<file path="src/rtl/bsq_pkg.sv">
package bsq_pkg;

    typedef enum logic [1:0] {
        M_FLUSH = 2'd0,
        M_DELAY = 2'd1,
        M_ANNUL = 2'd2
    } pol_e;

    typedef enum logic [1:0] {
        K_NONE = 2'd0,
        K_JUMP = 2'd1,
        K_CALL = 2'd2,
        K_RET  = 2'd3
    } ctl_e;

    typedef struct packed {
        logic redirect;
        logic stall;
        logic irq_mask;
    } fetch_ctl_t;

    function automatic pol_e decode_policy(input logic [1:0] code);
        case (code)
            2'd1:    return M_DELAY;
            2'd2:    return M_ANNUL;
            default: return M_FLUSH;
        endcase
    endfunction

    function automatic logic is_flow(input logic [1:0] code);
        return ctl_e'(code) != K_NONE;
    endfunction

endpackage

</file>
<file path="src/rtl/bsq_tracker.sv">
module bsq_tracker
    import bsq_pkg::*;
#(
    parameter int DEPTH = 3,
    localparam int CW = $clog2(DEPTH + 1)
) (
    input  logic          clk,
    input  logic          rst,
    input  logic          dec_valid,
    input  logic          dec_flow,
    input  logic [1:0]    mode_code,
    output logic          active,
    output logic          resolve,
    output logic [CW-1:0] stage,
    output pol_e          policy,
    output logic          shadow_err
);

    typedef struct packed {
        logic          pend;
        logic [CW-1:0] age;
        pol_e          pol;
    } trk_t;

    trk_t trk_q;
    logic detect;

    assign detect     = dec_valid && dec_flow && !trk_q.pend;
    assign shadow_err = dec_valid && dec_flow && trk_q.pend && (trk_q.pol != M_FLUSH);
    assign active     = detect || trk_q.pend;
    assign stage      = trk_q.pend ? trk_q.age : CW'(1);
    assign policy     = trk_q.pend ? trk_q.pol : decode_policy(mode_code);
    assign resolve    = active && (stage == CW'(DEPTH));

    always_ff @(posedge clk) begin
        if (rst) begin
            trk_q.pend <= 1'b0;
            trk_q.age  <= '0;
            trk_q.pol  <= M_FLUSH;
        end else if (detect) begin
            trk_q.pend <= 1'b1;
            trk_q.age  <= CW'(2);
            trk_q.pol  <= decode_policy(mode_code);
        end else if (trk_q.pend && (trk_q.age == CW'(DEPTH))) begin
            trk_q.pend <= 1'b0;
        end else if (trk_q.pend) begin
            trk_q.age  <= trk_q.age + CW'(1);
        end
    end

endmodule

</file>
<file path="src/rtl/bsq_kill_mask.sv">
module bsq_kill_mask #(
    parameter int DEPTH = 3,
    localparam int CW = $clog2(DEPTH + 1)
) (
    input  logic [DEPTH-1:0] stg_valid,
    input  logic [CW-1:0]    stage,
    input  logic             enable,
    output logic [DEPTH-1:0] kill
);

    for (genvar s = 0; s < DEPTH; s++) begin : g_stage
        assign kill[s] = enable && stg_valid[s] && (stage > CW'(s));
    end

endmodule

</file>
<file path="src/rtl/bsq_fetch_ctl.sv">
module bsq_fetch_ctl
    import bsq_pkg::*;
#(
    parameter int AW = 16
) (
    input  logic          active,
    input  logic          resolve,
    input  pol_e          policy,
    input  logic          taken,
    input  logic [AW-1:0] target,
    input  logic [AW-1:0] seq_pc,
    output fetch_ctl_t    ctl,
    output logic [AW-1:0] redirect_pc
);

    logic flush_pol;

    assign flush_pol    = (policy == M_FLUSH);
    assign ctl.stall    = active && flush_pol;
    assign ctl.irq_mask = active && (policy == M_ANNUL);
    assign ctl.redirect = resolve && (flush_pol || taken);

    always_comb begin
        if (!ctl.redirect)
            redirect_pc = '0;
        else if (flush_pol && !taken)
            redirect_pc = seq_pc;
        else
            redirect_pc = target;
    end

endmodule

</file>
<file path="src/rtl/branch_squash_ctl.sv">
module branch_squash_ctl
    import bsq_pkg::*;
#(
    parameter int DEPTH = 3,
    parameter int AW    = 16,
    localparam int CW   = $clog2(DEPTH + 1)
) (
    input  logic             clk,
    input  logic             rst,
    input  logic [1:0]       mode_i,
    input  logic [DEPTH-1:0] stg_valid_i,
    input  logic [1:0]       dec_kind_i,
    input  logic             ex_taken_i,
    input  logic [AW-1:0]    ex_target_i,
    input  logic [AW-1:0]    ex_seq_pc_i,
    output logic [DEPTH-1:0] kill_o,
    output logic             redirect_o,
    output logic [AW-1:0]    redirect_pc_o,
    output logic             fetch_stall_o,
    output logic             irq_mask_o,
    output logic             slot_err_o
);

    logic          active;
    logic          resolve;
    logic [CW-1:0] stage;
    pol_e          policy;
    logic          kill_en;
    fetch_ctl_t    fctl;

    bsq_tracker #(.DEPTH(DEPTH)) u_track (
        .clk        (clk),
        .rst        (rst),
        .dec_valid  (stg_valid_i[1]),
        .dec_flow   (is_flow(dec_kind_i)),
        .mode_code  (mode_i),
        .active     (active),
        .resolve    (resolve),
        .stage      (stage),
        .policy     (policy),
        .shadow_err (slot_err_o)
    );

    // flush discards younger work while pending; annul only on a taken outcome
    assign kill_en = active && ((policy == M_FLUSH) ||
                                ((policy == M_ANNUL) && resolve && ex_taken_i));

    bsq_kill_mask #(.DEPTH(DEPTH)) u_kill (
        .stg_valid (stg_valid_i),
        .stage     (stage),
        .enable    (kill_en),
        .kill      (kill_o)
    );

    bsq_fetch_ctl #(.AW(AW)) u_fetch (
        .active      (active),
        .resolve     (resolve),
        .policy      (policy),
        .taken       (ex_taken_i),
        .target      (ex_target_i),
        .seq_pc      (ex_seq_pc_i),
        .ctl         (fctl),
        .redirect_pc (redirect_pc_o)
    );

    assign redirect_o    = fctl.redirect;
    assign fetch_stall_o = fctl.stall;
    assign irq_mask_o    = fctl.irq_mask;

endmodule

</file>
<file path="config.mk">
export PLATFORM = sky130hd
export DESIGN_NAME = branch_squash_ctl
export DESIGN_NICKNAME = d
export VERILOG_FILES = /design/src/rtl/bsq_pkg.sv /design/src/rtl/bsq_tracker.sv /design/src/rtl/bsq_kill_mask.sv /design/src/rtl/bsq_fetch_ctl.sv /design/src/rtl/branch_squash_ctl.sv
export SDC_FILE = /design/constraint.sdc
export NUM_CORES = 1
export LEC_CHECK = 0
export BUFFER_PORTS_ARGS = -buffer_cell sky130_fd_sc_hd__buf_2
export CORE_MARGIN = 2
export CORE_UTILIZATION = 34
export CTS_CLUSTER_DIAMETER = 120
export DETAILED_ROUTE_END_ITERATION = 10
export GPL_TIMING_DRIVEN = 0
export PLACE_DENSITY = 0.79
export SLEW_MARGIN = 20
export SYNTH_ARGS = -nofsm -noshare
export SYNTH_HDL_FRONTEND = slang
export SYNTH_SLANG_ARGS = --single-unit
</file>
<file path="constraint.sdc">
create_clock -name clk -period 1.5 [get_ports clk]
set_clock_uncertainty 0.05 [all_clocks]
set_input_delay 0.15 -clock clk [delete_from_list [all_inputs] [get_ports clk]]
set_output_delay 0.15 -clock clk [all_outputs]
set_load 0.005 [all_outputs]
</file>
==> impl_metrics.csv, run 1 <==
group,metric,value,unit
grt,overflow,0,
power,ir_drop,0.445,mV
job,drv_cap,0,
logic_synthesis,synth.area.top_cells,"mux2i_1, dfxtp_1, nor2_1",
logic_synthesis,avgSynthCellArea,7.57,um^2
grt,grt_max_degree,11,
worst_setup_path,worstSetupStartpoint,"u_track.trk_q[4]",
route,drt_first_pass_iters,4,
power,switching_share,31.9,%
cts,clock_latency,0.24,ns
timing,fin_crit,1.56,ns
logic_synthesis,async_flop_share,0,%
placed_design,port_buffers,63,
logic_synthesis,ys_top_cells_by_count,"nor2_1, mux2i_1, a21oi_1, dfxtp_1",
timing,rsz0062_at_grt,"yes",
final_layout,layout-drive-gt1-share,55.3,%
floorplanning,die_h,46.2,um
outcome,violations,"setup timing",
route,drc,0,
route,drtIter0Drc,12,
final_layout,area_delta_synth_final,71.7,%
power,power_leakage,0.594,nW
floorplanning,ios,65,
floorplanning,num_rows,15,
worst_setup_path,critPathMaxFanout,7,
worst_setup_path,r2r_setup_slack,0.30,ns
timing,worstMarginPinSlew,0.255,ns
worst_setup_path,required,1.30,ns
logic_synthesis,yosysSeqAreaShare,16.5,%
floorplanning,design.die.area,2130,um^2
placed_design,place_hpwl,1520,um
power,p_per_area,499,nW/um^2
hold_path,min_from,"rst",
logic_synthesis,yosys.cell_types.count,28,
timing,fmaxAchievable,640,MHz
timing,finalSetupTns,-0.182,ns
cts,root_buffer,"clkbuf_4",
logic_synthesis,yosysMostFrequentCell,"nor2_1",
cts,cts.sinks,5,
placed_design,place_area,952,um^2
grt,antenna_found_initial,0,
final_layout,reg_top3,"u_track.trk_q: 5 flops",
final_layout,fin_area,1040,um^2
route,via_per_inst,4.81,
route,wire_per_inst,11.6,um
cts,path_clk_slew,0.04,ns
timing,final_max_slew_viol_count,0,
timing,timing.final.crit_share,104,%
logic_synthesis,synth-seq-cells,5,
cts,cts_tree,"yes",
timing,slew_headroom,82.8,%
final_layout,final_nets,196,
worst_setup_path,worstSetupPathType,"register to output pin",
logic_synthesis,ys.flop_type,"dfxtp_1",
cts,cts_buffer_depth,2,
final_layout,regMostFlops,"u_track.trk_q",
floorplanning,initial_utilization,35.5,%
placed_design,globalplace.congestion,0.726,
grt,grt_use_total,15.6,%
route,drt.antenna.violating_nets,0,
logic_synthesis,synth-edff-count,0,
logic_synthesis,ys_warn_count,0,
logic_synthesis,synth_top_area_cell,"mux2i_1",
power,switchingPower,166,uW
worst_setup_path,endpoint_kind,"output pin",
logic_synthesis,synth_top_area_share,26.4,%
floorplanning,dieWidth,46.2,um
route,wirelength,2050,um
power,clock_power_share,30.3,%
timing,setup_viol_count_final,7,
timing,hold_ws,0.0717,ns
grt,grt_pass1_vias,612,
cts,cts-htree-levels,1,
logic_synthesis,syn-num-nets,123,
timing,layout_setup_ws,-0.0631,ns
final_layout,largest_register_ffs,5,
worst_setup_path,worst_r2r_startpoint,"u_track.trk_q[2]",
cts,numCtsBuffers,3,
power,power.share.combinational,38.4,%
logic_synthesis,syn-instance-count,80,
power,seq_power_share,31.2,%
logic_synthesis,synth_area,606,um^2
power,finalPower,519,uW
outcome,outcome,"complete, but fails checks",
worst_setup_path,start_kind,"register",
grt,grt_pass1_wl,2450,um
cts,holdBufCountCts,0,
power,p_int,353,uW
floorplanning,coreArea,1710,um^2
route,vias,852,
timing,final-hold-violation-count,0,
hold_path,min_path_type,"input port to register",
worst_setup_path,arrival,1.36,ns
final_layout,antenna_cells,0,
[timing repair]
action | 4_1_cts | 5_1_grt
endpoints found under the setup margin | 16 | 14
gates cloned | 0 | 1
setup buffers | 1 | 3
hold endpoints to repair | 0 | 0
resized for setup | 4 | 5
pin swaps | 4 | 3
[cell families (layout without fill, tap and decap cells)]
kind of cell / Yosys count / count (layout) / synth area share, %
AOI/OAI and AO/OA: 15 / 15 / 19.0
buffers and inverters: 6 / 78 / 6.20
xor gates and xnor gates: 1 / 1 / 1.45
DFF: 5 / 5 / 16.5
muxes: 16 / 16 / 26.4
and+or+nand+nor: 36 / 36 / 28.3
adders and majority gates: 1 / 1 / 2.07
[worst paths after layout]
check | endpoint | cells after the start
hold reg to reg | u_track.trk_q[1] | 2
setup reg to reg | u_track.trk_q[2] | 4
setup / recovery | kill_o[0] | 4
hold / removal | u_track.trk_q[4] | 2
[stage by stage]
stage,setup slack [ns],utilization (%),std cells
finish,-0.0631,60.9,177
global route,-0.141,60.9,177
CTS,-0.0657,58.1,173
detailed placement,0.0993,55.8,168
global placement,0.0892,55.8,168
floorplan,0.303,-,80
[metal layers]
| metal | up-vias | part of all wire [%] | track usage (%) | routed length (um) |
|---|---|---|---|---|
| met5 | - | 0 | 0 | 0 |
| met4 | 0 | 0.68 | 8.57 | 14 |
| met3 | 2 | 7.6 | 1.96 | 156 |
| met2 | 37 | 52 | 28.6 | 1060 |
| met1 | 379 | 40 | 16.9 | 819 |
| li1 | 434 | - | - | - |
[cell type report]
type | instances | area (um^2)
Fill cell | 159 | 668
Inverter | 3 | 15.0
Sequential cell | 5 | 106
Buffer | 3 | 26.3
Tap cell | 25 | 31.3
Clock buffer | 4 | 26.3
Multi-Input combinational cell | 69 | 480
Timing Repair Buffer | 68 | 354
[cell usage in the layout (no fill, tap or decap), types with 2 or more instances in the layout]
cell type	synthesis	routed
buf_6	1	2
o21ai_0	2	2
nor3_1	4	4
inv_1	3	2
mux2i_1	16	16
buf_2	0	63
a211oi_1	2	2
nor2_1	20	20
a21oi_1	5	4
nand2_1	4	4
buf_4	1	4
dfxtp_2	0	2
clkbuf_4	1	4
dfxtp_1	5	2
[power groups by stage]
stage	registers (mW)	logic [mW]	clock network (mW)
detailed placement	0.162	0.185	0
CTS	0.160	0.191	0.163
global placement	0.162	0.179	0
global route	0.164	0.219	0.171
floorplan	0.159	0.107	0
finish	0.162	0.199	0.157
[critical path, cell delays in order (launching register included)]
cell and delay [ns]:
dfxtp_4 0.36, or3b_4 0.41, a22oi_2 0.16, nor3_1 0.06, buf_2 0.13
(Power assumes the default switching activity.)
==> inputs of run 2 (changes only) <==
--- a/config.mk
+++ b/config.mk
@@ -6,12 +6,15 @@
 export NUM_CORES = 1
 export LEC_CHECK = 0
 export BUFFER_PORTS_ARGS = -buffer_cell sky130_fd_sc_hd__buf_2
+export CELL_PAD_IN_SITES_DETAIL_PLACEMENT = 1
+export CELL_PAD_IN_SITES_GLOBAL_PLACEMENT = 2
 export CORE_MARGIN = 2
-export CORE_UTILIZATION = 34
+export CORE_UTILIZATION = 15
 export CTS_CLUSTER_DIAMETER = 120
 export DETAILED_ROUTE_END_ITERATION = 10
 export GPL_TIMING_DRIVEN = 0
-export PLACE_DENSITY = 0.79
+export PLACE_DENSITY_LB_ADDON = 0.1
+export SKIP_LAST_GASP = 1
 export SLEW_MARGIN = 20
 export SYNTH_ARGS = -nofsm -noshare
 export SYNTH_HDL_FRONTEND = slang
==> impl_metrics.csv, run 2 (same netlist as run 1, synthesis figures left out) <==
group,metric,value,unit
placed_design,globalplace.congestion,0.702,
hold_path,min_path_type,"input port to register",
worst_setup_path,endpoint,"kill_o[0]",
power,finalPower,616,uW
final_layout,final_nets,194,
cts,clock_latency,0.22,ns
cts,cts-htree-levels,1,
grt,grt_pass1_wl,3440,um
grt,grt_max_degree,11,
final_layout,finalNonFillerCells,200,
route,vias,869,
timing,slew_headroom,81.3,%
cts,cts_buffer_depth,2,
outcome,violations,"setup timing",
floorplanning,ios,65,
route,drt_first_pass_iters,2,
final_layout,final_cell_mix,"buf_2, nor2_1, mux2i_1",
final_layout,largest_register_ffs,5,
final_layout,fin_area,1070,um^2
placed_design,place_area,983,um^2
route,drtIter0Drc,8,
timing,final_max_slew_viol_count,0,
final_layout,reg_top3,"u_track.trk_q: 5 flops",
timing,rsz0062_at_grt,"yes",
worst_setup_path,rr_endpoint,"u_track.trk_q[2]",
placed_design,place_hpwl,2020,um
timing,layout_setup_ws,-0.0406,ns
route,wire_per_inst,12.2,um
outcome,outcome,"complete, but fails checks",
timing,timing.final.crit_share,103,%
job,drv_cap,0,
worst_setup_path,worstSetupPathType,"register to output pin",
timing,fin_crit,1.54,ns
placed_design,port_buffers,63,
route,via_per_inst,4.35,
worst_setup_path,endpoint_kind,"output pin",
placed_design,dp_cells,193,
worst_setup_path,reg2regPathDepth,4,
floorplanning,coreArea,3940,um^2
route,drc,0,
power,p_per_area,574,nW/um^2
grt,overflow,0,
final_layout,mostFrequentLayoutCell,"buf_2",
grt,antenna_found_initial,0,
cts,root_buffer,"clkbuf_8",
cts,numCtsBuffers,3,
placed_design,post-place-ws,0.0604,ns
worst_setup_path,worstSetupStartpoint,"u_track.trk_q[4]",
power,ir_drop,0.477,mV
floorplanning,dieWidth,67.5,um
timing,final-hold-violation-count,0,
floorplanning,initial_utilization,15.4,%
route,wirelength,2450,um
worst_setup_path,arrival,1.34,ns
worst_setup_path,worst_r2r_startpoint,"u_track.trk_q[3]",
final_layout,final_util,27.2,%
floorplanning,design.die.area,4560,um^2
final_layout,layout-drive-gt1-share,54.7,%
cts,cts.sinks,5,
grt,grt_use_total,9.83,%
final_layout,antenna_cells,0,
final_layout,regMostFlops,"u_track.trk_q",
timing,fmaxAchievable,649,MHz
route,drt.antenna.violating_nets,0,
power,power_leakage,0.593,nW
grt,grt_pass1_vias,778,
cts,cts_tree,"yes",
worst_setup_path,r2r_setup_slack,0.32,ns
worst_setup_path,critPathMaxFanout,6,
final_layout,area_delta_synth_final,77.3,%
timing,worstMarginPinSlew,0.279,ns
floorplanning,die_h,67.5,um
worst_setup_path,required,1.30,ns
floorplanning,num_rows,23,
cts,path_clk_slew,0.04,ns
final_layout,nFillCells,516,
worst_setup_path,start_kind,"register",
timing,setup_viol_count_final,3,
run 2: layout make-up:
type | count | area, um^2 | area share (%)
buffer | 3 | 26.3 | 2.45
multi-input combinational | 69 | 480 | 44.8
timing repair buffer | 66 | 338 | 31.5
tap | 50 | 62.6 | 5.83
clock buffer | 4 | 45.0 | 4.20
sequential | 5 | 106 | 9.91
inverter | 3 | 15.0 | 1.40
run 2: how the worst min path moves through the flow:
| stage | startpoint | to | slack, ns | cells past startpoint |
|---|---|---|---|---|
| global placement | rst | u_track.trk_q[4] | 0.35 | 2 |
| finish | rst | u_track.trk_q[4] | 0.12 | 2 |
| CTS | rst | u_track.trk_q[4] | 0.12 | 2 |
| floorplan | rst | u_track.trk_q[1] | 0.17 | 1 |
| detailed placement | rst | u_track.trk_q[2] | 0.36 | 2 |
| global route | rst | u_track.trk_q[1] | 0.14 | 2 |
run 2: timing repair:
| item | CTS | global route |
|---|---|---|
| gates resized for setup | 6 | 1 |
| pin swaps | 4 | 0 |
| hold buffers | 0 | 0 |
| setup buffers | 3 | 0 |
| endpoints found under the setup margin | 23 | 18 |
| cloned | 0 | 0 |
run 2: per-layer routing:
metal	up-vias	track usage, %	part of all wire, %
li1	425	-	-
met1	399	11.6	43
met2	41	16.5	46
met3	4	2.50	10
met4	0	4.59	0.98
met5	-	0	0
run 2: report_power, final:
group | internal, mW | total (mW) | switching [mW]
Clock | 0.183 | 0.253 | 0.0701
Sequential | 0.147 | 0.163 | 0.0154
Combinational | 0.106 | 0.201 | 0.0955
run 2: worst max-delay path, cell delays in order (launching register included):
cell	delay [ns]
dfxtp_4	0.36
or3b_4	0.41
a22oi_2	0.16
nor3_1	0.06
buf_2	0.13
run 2: metrics by stage:
step,TNS [ns],hold WS [ns]
after global routing,-0.953,0.140
final,-0.104,0.116
after CTS,-0.150,0.118
after detailed placement,0,0.357
after floorplan,0,0.169
after global placement,0,0.351
